## src/rtl/fetch_window_guard.sv

```systemverilog
module fetch_window_guard #(
  parameter int W = 32
) (
  input  logic         clk,
  input  logic         rst_n,
  input  logic         reg_we,
  input  logic [1:0]   reg_addr,
  input  logic [W-1:0] reg_wdata,
  output logic [W-1:0] reg_rdata,
  input  logic         fetch_valid,
  input  logic [W-1:0] fetch_addr,
  output logic         trap_req
);
  localparam logic [1:0] OFS_LO  = 2'd0;
  localparam logic [1:0] OFS_HI  = 2'd1;
  localparam logic [1:0] OFS_ARM = 2'd2;

  logic [W-1:0] first_q, last_q;
  logic         armed_q, trap_q;
  logic         hit;

  assign hit = armed_q && fetch_valid && (fetch_addr >= first_q) && (fetch_addr <= last_q);
  assign trap_req = trap_q;

  always_ff @(posedge clk) begin
    if (!rst_n) begin
      first_q <= '0;
      last_q  <= '0;
      armed_q <= 1'b0;
      trap_q  <= 1'b0;
    end else begin
      trap_q <= trap_q | hit;
      if (reg_we) begin
        if (reg_addr == OFS_LO && !armed_q) first_q <= reg_wdata;
        if (reg_addr == OFS_HI && !armed_q) last_q  <= reg_wdata;
        if (reg_addr == OFS_ARM && reg_wdata[0]) armed_q <= 1'b1;
      end
    end
  end

  always_comb begin
    case (reg_addr)
      OFS_LO:  reg_rdata = first_q;
      OFS_HI:  reg_rdata = last_q;
      OFS_ARM: reg_rdata = {{(W-1){1'b0}}, armed_q};
      default: reg_rdata = '0;
    endcase
  end
endmodule


```

## config.mk

```make
export PLATFORM = sky130hd
export DESIGN_NAME = fetch_window_guard
export DESIGN_NICKNAME = d
export VERILOG_FILES = /design/src/rtl/fetch_window_guard.sv
export SDC_FILE = /design/constraint.sdc
export NUM_CORES = 1
export LEC_CHECK = 0
export BUFFER_PORTS_ARGS = -buffer_cell sky130_fd_sc_hd__buf_2
export CORE_UTILIZATION = 26
export CTS_BUF_LIST = sky130_fd_sc_hd__clkbuf_8
export CTS_CLUSTER_SIZE = 30
export DETAILED_ROUTE_END_ITERATION = 8
export PLACE_DENSITY = 0.51
export SLEW_MARGIN = 0
export SYNTH_ARGS = -nofsm -noshare
export SYNTH_HDL_FRONTEND = slang
export SYNTH_SLANG_ARGS = --single-unit
```

## constraint.sdc

```tcl
create_clock -name clk -period 3.4 [get_ports clk]
set_input_delay 0.34 -clock clk [delete_from_list [all_inputs] [get_ports clk]]
set_output_delay 0.34 -clock clk [all_outputs]
set_load 0.005 [all_outputs]
```

---- Word-level counts from Yosys, hierarchy flattened ----
Cells that the tools add are included.
Widths: inputs -> output; s select.
operators by class
  magnitude comparators ................... 2
  eq/ne operators ......................... 2
  muxes and demuxes ....................... 1
  bitwise logic cells ..................... 1
  reductions and logical operators ........ 11
operators by type and width
  cell                number
  $pmux 32 s3         1
  $ge 32x32->1        1
  $le 32x32->1        1
  $logic_and 1x1->1   6
  $reduce_and 2->1    3
  $eq 2x1->1 const B  1
  $eq 2x2->1 const B  1
  $logic_not 2->1     1
  $logic_not 1->1     1
  $or 1x1->1          1
storage, ports and cells
  bits in registers ....................... 66
  bits of input ports ..................... 70
  output and inout bits ................... 33
  word-level logic and storage cells ...... 21

---- Longest topological paths before layout ----
Gate-level depths: netlist of run 1.
  word-level depth ........................ 4
  depth in mapped cells ................... 8
  mapped depth without buffers ............ 8

---- Least setup slack after synthesis of run 1 ----
No wires, ideal clock.
  path kind ............................... input -> register
  start ................................... in fetch_addr[0]
  end ..................................... reg trap_q, in the netlist trap_req
  library setup time ...................... 117 ps
  arrival ................................. 1938 ps
  data required time ...................... 3283 ps
  setup slack ............................. 1345 ps
  stages .................................. 8
  path buffers ............................ 0
  cell sequence ........................... inv_1 -> ha_1 -> nand2b_4 -> a2111oi_4 -> o32ai_1 -> or4_1 -> a21o_1 -> a22o_1
between the ends
  word-level cells in the longest chain between the ends .. 4
  elaborated cells on any way between the ends .. 5
ends and longest elaborated chain
  what                   line  text
  from (decl)            11    input logic [W-1:0] fetch_addr,
  $ge 32x32->1           22    assign hit = armed_q && fetch_valid && (fetch_addr >= first_q) && (fetch_addr <= last_q);
  $logic_and 1x1->1      22
  $logic_and 1x1->1 (*)  22
  $or 1x1->1 (*)         32    trap_q <= trap_q | hit;
  to (signal assigned)   32
  to (decl)              19    logic armed_q, trap_q;
Every way passes the cells marked *; elsewhere a longest branch is shown, timed or not.
A chain may end at the register's enable or synchronous reset.

---- Worst setup path in the final report of run 1 ----
  start ................................... in reg_addr[0]
  end ..................................... out reg_rdata[5]
between the ends
  word-level cells in the longest chain between the ends .. 2
  elaborated cells on any way between the ends .. 4
ends and longest elaborated chain
  what                                line  text
  from (decl)                         7     input logic [1:0] reg_addr,
  $eq 2x2->1 (tied with other cells)  42    case (reg_addr)
  $pmux 32 s3 (*)                     42
  to (decl)                           9     output logic [W-1:0] reg_rdata,
Marked as above.

==> results of run 1 <==
[state kept, by name (all words and copies together), names as in the netlist]
signal and cells:
armed_q 1, first_q 32, last_q 32, trap_req 1
[critical path, stage by stage]
cell and delay, ps:
buf_2 620, buf_4 390, mux2i_1 240, nor2_1 70, buf_2 140
[final cells by class]
type	instances	area share [%]
well taps	225	5.11
clock inverters	7	1.11
clock buffers	9	2.25
multi-input cells	431	52.2
repair buffers	111	10.9
inverters	65	4.42
flip-flops and latches	66	24.0
[path summary, 6_finish.rpt]
check	slack, ps	to
worst max register to register	1290	trap_req
worst max-delay path	1250	reg_rdata[5]
worst min-delay path	210	first_q[3]
worst min register to register	470	first_q[22]
[per-stage QoR]
| stage | worst slack [ps] | cell area [sq um] | instances | hold WS [ps] | utilization [%] |
|---|---|---|---|---|---|
| global placement | 1210 | 5330 | 898 | 459 | 30.9 |
| global route | 1140 | 5510 | 914 | 199 | 32.0 |
| CTS | 1220 | 5510 | 914 | 184 | 32.0 |
| finish | 1250 | 5510 | 914 | 214 | 32.0 |
| detailed placement | 1180 | 5330 | 898 | 459 | 30.9 |
| floorplan | 1340 | 4560 | 591 | 447 | - |
[Yosys cell counts (2+ instances only)]
| cell type | n | share of area (%) |
|---|---|---|
| inv_1 | 65 | 5.4 |
| o21ai_1 | 4 | 0.44 |
| nor3_1 | 3 | 0.33 |
| a221oi_1 | 2 | 0.38 |
| a21oi_1 | 24 | 2.6 |
| dfxtp_1 | 66 | 29 |
| clkbuf_1 | 25 | 2.1 |
| nand3_1 | 6 | 0.66 |
| buf_2 | 3 | 0.33 |
| nor2_1 | 39 | 3.2 |
| a21boi_1 | 64 | 11 |
| a21o_1 | 3 | 0.49 |
| mux2i_1 | 32 | 7.0 |
| nor2b_1 | 3 | 0.41 |
| nand4_1 | 10 | 1.4 |
| nand2_1 | 147 | 12 |
| or4_1 | 2 | 0.33 |
| ha_1 | 64 | 18 |
| o21ai_0 | 3 | 0.33 |
[power breakdown]
| part | internal [mW] | switching, mW | total (mW) |
|---|---|---|---|
| Combinational | 0.155 | 0.192 | 0.347 |
| Clock | 0.331 | 0.328 | 0.659 |
| Sequential | 0.798 | 0.0198 | 0.818 |
| Total | 1.28 | 0.540 | 1.82 |
[kinds of logic after synthesis]
family	Yosys count
mux	32
simple gates	219
compound gates	116
buf+inv	94
flops	66
fa+ha+maj	64
[routing by layer]
layer,part of all wire (%),vias to the layer above,track usage [%]
met5,0,-,0
met4,1.5,0,5.74
met3,4.3,12,3.40
met2,43,75,23.8
met1,51,1831,20.9
li1,-,2148,-
[cell usage in the layout (no fill, tap or decap), types with 2 or more instances in the layout]
cell type	count
nand2_1	147
buf_2	102
inv_1	66
dfxtp_1	66
a21boi_1	64
ha_1	64
nor2_1	38
mux2i_1	32
a21oi_1	24
nand4_1	10
clkbuf_8	9
buf_4	7
nand3_1	6
o21ai_1	4
clkinv_2	4
nor2b_1	3
nor3_1	3
o21ai_0	3
a21o_1	3
or4_1	2
a221oi_1	2
buf_12	2
==> summary.md, run 1 <==
| Metric | Value |
|---|---|
| Setup_tns | 0 ps |
| Slew headroom | 45.9% |
| Max Fclk | 465 MHz |
| Synth Area in Simple Gates | 20.1% |
| Area growth syn-to-layout | 21.0% |
| Initial Util | 26.4% |
| Mux contribution to synthesized area | 7.03% |
| Synthesized area | 4560 sq um |
| Core area | between 15,000 and 20,000 sq um |
| Syn Area/Cell | about 7.7 sq um |
| Top_reg_cell synth | dfxtp_1 |
| Syn_nets | 725 |
| Top fanout value on the critical path | 26 |
| Power, Total | 1.82 mW |
| TritonCTS Sinks | between 60 and 70 |
| Synth Instances | 591 |
| Layout cells sized above 1 | slightly below 20% |
| Total global-route track usage | 15.4% |
| Ys async rst share | 0% |
| Post-synthesis sequential area ratio | 29.0% |
| Netlist cell types | 45 |
| Critical Path RT | 3060 ps |
| Count of flip-flops with a built-in enable after synthesis | 0 |
| Die ar. | 18,100 sq um |
| Run status | complete, no violations |
| Post-Route Skew | 7.67 ps |
| Critical path class | primary input to output port |
| Flops & latches, synth | 66 |
| Port Buffer Count | 102 |
| Synth Area in Compound Gates | 18.4% |
| Vias per cell | between 4 and 5 |
| Worst min path class | primary input to flip-flop |
| Final estimated routing congestion in global placement | roughly 0.73 |
| CP arrival | 1810 ps |
| DR iter-0 viols | 144 |
| Largest family of logic cells by synthesized area | simple AND/OR/NAND/NOR gates |
| Via count | 4,066 |
| CP endpoint kind | output port |
| Pre-antenna DRT Iters | 6 |
| Final Max Tran Viols | 0 |
| CP Launch Type | primary input |
| Die Ht | 134 um |
| Post-Synth XOR/XNOR Area | 0% |
| Minimum clock period | 2150 ps |
| Post-DP HPWL | 10,000 um |
| Htree depth | 3 |
| Max Cap Viol | 0 |
| Multi-input gate area | 2880 sq um |
| Final period util | between 60% and 70% |
| Routed Antenna Nets | 0 |
| Postcts setup bufs | 0 |
| Clock-pin slew on the worst setup and hold paths | 80 ps |
| Total Routed Length | 13,200 um |
| CTS tree | built |
| Post-route DRC | 0 |
| Max Root-Sink Buffers | 2 |
| Hold wc startpoint | reg_wdata[3] |
| Max IR drop VDD | roughly 150 uV |
| Synth Area in Adders | 17.6% |
| Die X | approximately 130 um |
| Worst slew pin tran | a little over 800 ps |
| FF-to-FF Start | last_q[13] |
| Register area | 1320 sq um |
| LEAKAGE | 2.34 nW |
| Crit path from | reg_addr[0] |
| Site row count | 48 |
| DR WL/cell | 14.5 um |
| Filler Cells Inserted | between 1,500 and 2,000 |
| Worst Reg-to-Reg Cells | 8 |
| Final net count | 818 |
| Global-route wire length before repair | 21,100 um |
| Gr ovfl total | 0 |
| Pwr/cell area | 331 nW/um^2 |
| IO Pins | slightly above 100 |
| Hold_buf cts | 0 |
| Clock latency on the worst-skew pair | 360 ps |
| Ys Warns | 0 |
| RSZ-0062 raised after global routing | false |
| Largest net degree at the start of global routing | 67 |
| WHS Path Cells | 3 |
| Antenna cells | 0 |
| CTS-repair resized insts | 0 |
| Setup violations, final | 0 |
| CTS buffer count | 9 |
| Initial antenna violation count | 0 |
| Vias in the first global route | 3,986 |
| Final hold vios | 0 |
| CTS root buffer | clkbuf_8 |
No activity file was read; power rests on OpenSTA's default activity.
==> inputs of run 2 (changes only) <==
Settings changed: ABC_AREA set to 1, PLACE_DENSITY 0.51 to 0.52.
Clock period 3.4 ns to 2.2 ns, I/O delays scaled along.
==> summary.md, run 2 <==
| Metric | Value |
|---|---|
| Run status | complete, no violations |
| Crit path from | last_q[29] |
| Final net count | around 780 |
| LEAKAGE | 2.25 nW |
| Minimum clock period | 1690 ps |
| Die X | 127 um |
| Total Routed Length | 11,800 um |
| Max IR drop VDD | roughly 230 uV |
| Commonest non-fill, non-tap cell in the layout | buf_2 |
| Vias in the first global route | 3,891 |
| Flops & latches, synth | 66 |
| R2r setup slk | 510 ps |
| Final hold vios | 0 |
| CTS-repair resized insts | 0 |
| Max Fclk | 591 MHz |
| Global-route wire length before repair | 18,800 um |
| Site row count | 45 |
| Slew headroom | 52.7% |
| Worst min path class | primary input to flip-flop |
| DR iter-0 viols | between 100 and 150 |
| Total global-route track usage | 15.2% |
| CTS tree | built |
| DP Area | 4840 sq um |
| IO Pins | 103 |
| Netlist cell types | 23 |
| Via count | 3,979 |
| Pre-antenna DRT Iters | 4 |
| Port Buffer Count | 102 |
| Post-synthesis sequential area ratio | between 30% and 40% |
| Final instance area | 5020 sq um |
| Register area | 1320 sq um |
| Dominant cell by count in the synthesized netlist | a21oi_1 |
| Clock-pin slew on the worst setup and hold paths | 80 ps |
| Synth area leaders | dfxtp_1, ha_1, a21oi_1 |
| Multi-input gate area | 2340 sq um |
| FF-to-FF Start | last_q[29] |
| Gr ovfl total | 0 |
| CP endpoint kind | flip-flop |
| Initial Util | 26.8% |
| Most frequent cells in the layout | buf_2, a21oi_1, inv_1 |
| Pwr/cell area | 582 nW/um^2 |
| Final Max Tran Viols | 0 |
| Setup_tns | 0 ps |
| CTS root buffer | clkbuf_8 |
| Final period util | 76.9% |
| Core area | 15,300 sq um |
| Top-area cell type share of the netlist area | 32.3% |
| Ys Warns | 0 |
| Power, Total | roughly 2.9 mW |
| Cell taking the most area after synthesis | dfxtp_1 |
| Largest regs | first_q x32, last_q x32 |
| Layout cells sized above 1 | 20.2% |
| RSZ-0062 raised after global routing | false |
| Worst Reg-to-Reg Cells | 11 |
| Post-route DRC | 0 |
| Syn_nets | ~690 |
| FF-to-FF End | trap_req |
| Synth Instances | approximately 560 |
| Critical path class | flip-flop to flip-flop |
| Top_reg_cell synth | dfxtp_1 |
| Syn Area/Cell | roughly 7.3 sq um |
| DR WL/cell | 13.6 um |
| Post-Route Skew | 11.5 ps |
| Top fanout value on the critical path | 3 |
| Area growth syn-to-layout | 22.8% |
| Clock latency on the worst-skew pair | 370 ps |
| Initial antenna violation count | 0 |
| Setup violations, final | 0 |
| Vias per cell | 4.60 |
| CP arrival | ~2000 ps |
| Commonest cells in the netlist | a21oi_1, inv_1, nand2_1 |
| Count of flip-flops with a built-in enable after synthesis | 0 |
| Max Root-Sink Buffers | 2 |
| CP Launch Type | flip-flop |
| TritonCTS Sinks | 66 |
| Crit path to | trap_req |
| Worst hold slack | between 100 and 150 ps |
| Die Ht | between 100 and 150 um |
| Critical Path RT | 2510 ps |
| Post-DP HPWL | a little under 9000 um |
| Postcts setup bufs | 0 |
| CTS buffer count | 9 |
| Htree depth | 3 |
| Hold_buf cts | 0 |
| Routed Antenna Nets | 0 |
| Synthesized area | 4090 sq um |
| Max Cap Viol | 0 |
| Largest net degree at the start of global routing | 52 |
| Antenna cells | 0 |
| Ys async rst share | 0% |
| Final estimated routing congestion in global placement | 0.785 |
| Filler Cells Inserted | 1,655 |
| Worst slew pin tran | ~710 ps |
| Die ar. | 16,200 sq um |
[run 2: cell count changes after synthesis, moves of 4 or more]
cell / previous run / this run
nand4_1: 10 / 3
buf_2: 3 / 11
nand2_1: 147 / 81
o21ai_1: 4 / 66
inv_1: 65 / 81
mux2i_1: 32 / 0
o22ai_1: 1 / 31
a21boi_1: 64 / 0
inv_2: 0 / 4
buf_1: 0 / 4
a21oi_1: 24 / 93
clkbuf_1: 25 / 10
nor2_2: 0 / 4
nor2_1: 39 / 21
[run 2: cells by family after synthesis]
kind of cell / synth area share, %
adders and majority gates: 19.6
and+or+nand+nor: 11.6
AOI/OAI and AO/OA: 26.0
buffers and inverters: 10.5
DFF: 32.3
[run 2: worst min-delay path by stage]
stage                        startpoint          end  slack (ps)  depth (start not counted)
after floorplan            reg_wdata[0]    last_q[0]         370                          2
after global placement         trap_req     trap_req         460                          2
after detailed placement       trap_req     trap_req         460                          2
after CTS                 reg_wdata[11]  first_q[11]         110                          3
after global routing      reg_wdata[20]  first_q[20]         140                          3
final                     reg_wdata[24]   last_q[24]         130                          3
[run 2: layout make-up]
class / instances / area share [%]
inverter: 86 / 6.43
clock inverter: 5 / 0.947
clock buffer: 10 / 2.74
multi-input combinational: 381 / 46.5
tap: 211 / 5.26
timing repair buffer: 106 / 11.8
sequential: 66 / 26.3
[run 2: critical path, stage by stage, from the launching register on]
cell     delay (ps)
dfxtp_1         310
inv_1            60
ha_1            290
a21oi_1         150
nor2_1           50
nor3_1          190
nand2_1         140
a21oi_1         170
nand2_1          70
nand2_1          50
nand2_1          60
a21oi_2         110
[run 2: power by group]
group          total, mW  switching (mW)  internal (mW)
clock network       1.02           0.489          0.536
registers           1.27          0.0162           1.26
logic              0.627           0.372          0.255
total               2.92           0.877           2.05
[run 2: per-stage QoR]
step / instances / util [%] / setup slack (ps)
finish: 865 / 32.9 / 507
global route: 865 / 32.9 / 343
CTS: 865 / 32.9 / 430
detailed placement: 850 / 31.7 / 450
global placement: 850 / 31.7 / 405
floorplan: 558 / - / 785
[run 2: per-layer routing]
metal	up-vias	wire [um]	track usage [%]	share of wire, %
met5	-	0	0	0
met1	1804	5650	18.5	48
met4	0	180	6.09	1.5
met2	82	5350	25.6	45
met3	11	589	3.64	5.0
li1	2082	-	-	-
==> inputs of run 3 (changes only) <==
Settings changed: PLACE_DENSITY 0.52 to 0.53.
Clock period 2.2 ns to 1.44 ns, I/O delays scaled along.
==> summary.md, run 3 (synthesized netlist as in run 2, its figures left out) <==
| Metric | Value |
|---|---|
| Die Ht | 127 um |
| Critical Path RT | 1740 ps |
| Run status | finished, violations left |
| Htree depth | 3 |
| RSZ-0062 raised after global routing | true |
| Critical path class | flip-flop to flip-flop |
| Routed Antenna Nets | 0 |
| Gr ovfl total | 0 |
| Max incr delay on CP | 320 ps |
| Most frequent cells in the layout | buf_2, a21oi_1, inv_1 |
| Core area | about 15,000 sq um |
| Layout cells sized above 1 | 32.9% |
| Setup_tns | -80.6 ps |
| TritonCTS Sinks | 66 |
| CTS buffer count | 9 |
| CP arrival | 1820 ps |
| Final instance area | 5760 sq um |
| Minimum clock period | 1520 ps |
| Site row count | 45 |
| Slew headroom | 76.5% |
| Commonest non-fill, non-tap cell in the layout | buf_2 |
| Clock share of power | about 36% |
| DR iter-0 viols | 168 |
| Antenna cells | 0 |
| CP Launch Type | flip-flop |
| CP bufs+invs | 1 |
| Post-DP HPWL | 8700 um |
| Setup violations, final | 1 |
| Slowest CP cell | dfxtp_2 |
| Max IR drop VDD | 319 uV |
| Final period util | 106% |
| Final estimated routing congestion in global placement | between 0.7 and 0.8 |
| Worst min path class | primary input to flip-flop |
| Worst slew pin tran | 352 ps |
| Total global-route track usage | 15.6% |
| Final hold vios | 0 |
| Top fanout value on the critical path | 2 |
| Port Buffer Count | 102 |
| Layout Utilization | between 30% and 40% |
| Total Routed Length | ~12,000 um |
| Post-Route Skew | 14.8 ps |
| CP endpoint kind | flip-flop |
| IO Pins | 103 |
| CTS root buffer | clkbuf_8 |
| Max Root-Sink Buffers | 2 |
| Internal power | approximately 3.4 mW |
| Switching share of power | just under 30% |
| Failing checks | negative setup slack |
| Die ar. | approximately 16,000 sq um |
| Via count | 4,084 |
| DP Area | 5340 sq um |
| Max Cap Viol | 0 |
| Pre-CTS setup slack | -188 ps |
| Post-route DRC | 0 |
| Vias in the first global route | 3,914 |
| Worst-path cell chain | inv_2 > ha_4 > a21oi_2 > nor2_2 > nor3_2 > nand2_1 > a21oi_2 > nand2_1 > nand2_1 > nand2_1 > a21oi_2 |
| Final net count | 850 |
| Die X | 127 um |
| Largest net degree at the start of global routing | 65 |
| Clock latency on the worst-skew pair | 360 ps |
| CTS tree | built |
| Pwr/cell area | approximately 840 nW/um^2 |
| Largest regs | first_q x32, last_q x32 |
| CP top delay family | simple AND/OR/NAND/NOR gates |
| Vias per cell | 4.38 |
| Postcts setup bufs | 0 |
| Worst Setup Slack, final | -80.6 ps |
| CP dominant cell by count | nand2_1 |
| Final Max Tran Viols | 0 |
| Global-route wire length before repair | approximately 19,000 um |
| Area growth syn-to-layout | 40.9% |
| Initial Util | 26.8% |
| Reg power frac | 40.0% |
| Max Fclk | between 600 and 700 MHz |
| Combinational Power Share | 24.3% |
| Initial antenna violation count | 1 |
| LEAKAGE | approximately 2.6 nW |
| Sw Pwr | 1.41 mW |
| DR WL/cell | between 10 and 15 um |
| Clock-pin slew on the worst setup and hold paths | 80 ps |
| Pre-antenna DRT Iters | 4 |
==> run 3: per-stage QoR <==
step	instances	hold slack (ps)	power, mW
3_3_place_gp	916	427	3.08
6_report	932	60.4	4.86
4_1_cts	932	35.9	4.90
2_1_floorplan	558	293	2.59
5_1_grt	932	52.8	5.18
3_5_place_dp	916	431	3.08
==> run 3: worst paths after layout <==
check                           slack [ps]     endpoint          start  cells past startpoint
worst max-delay path                   -80     trap_req     last_q[29]                     11
worst min-delay path                    60  first_q[10]  reg_wdata[10]                      3
worst max register to register         -80     trap_req     last_q[29]                     11
worst min register to register         480  first_q[16]    first_q[16]                      2
==> run 3: power by group through the flow <==
stage	clock network, mW	registers, mW	logic (mW)
3_5_place_dp	0	1.99	1.10
3_3_place_gp	0	1.98	1.10
2_1_floorplan	0	1.98	0.614
4_1_cts	1.78	1.94	1.17
5_1_grt	1.87	1.95	1.35
6_report	1.73	1.94	1.18
==> run 3: area by class of cell <==
cell class / instances / area [sq um]
Timing Repair Buffer: 172 / 1100
Sequential cell: 66 / 1330
Inverter: 86 / 323
Clock buffer: 13 / 179
Multi-Input combinational cell: 381 / 2530
Fill cell: 1599 / 9500
Tap cell: 211 / 264
Clock inverter: 3 / 37.5
==> run 3: metal layers <==
metal | GRT usage, % | part of all wire (%)
met5 | 0 | 0.35
met4 | 4.62 | 1.3
met3 | 4.02 | 4.9
met2 | 25.4 | 44
met1 | 20.2 | 49
==> run 3: worst min-delay path: stages <==
cell and delay, ps:
buf_2 80, o21ai_1 60, a21oi_1 100
==> run 3: timing repair <==
item	CTS	global route
pin swaps	12	5
hold buffers	0	0
gates cloned	0	0
endpoints found under the setup margin	1	1
gates resized for setup	34	7
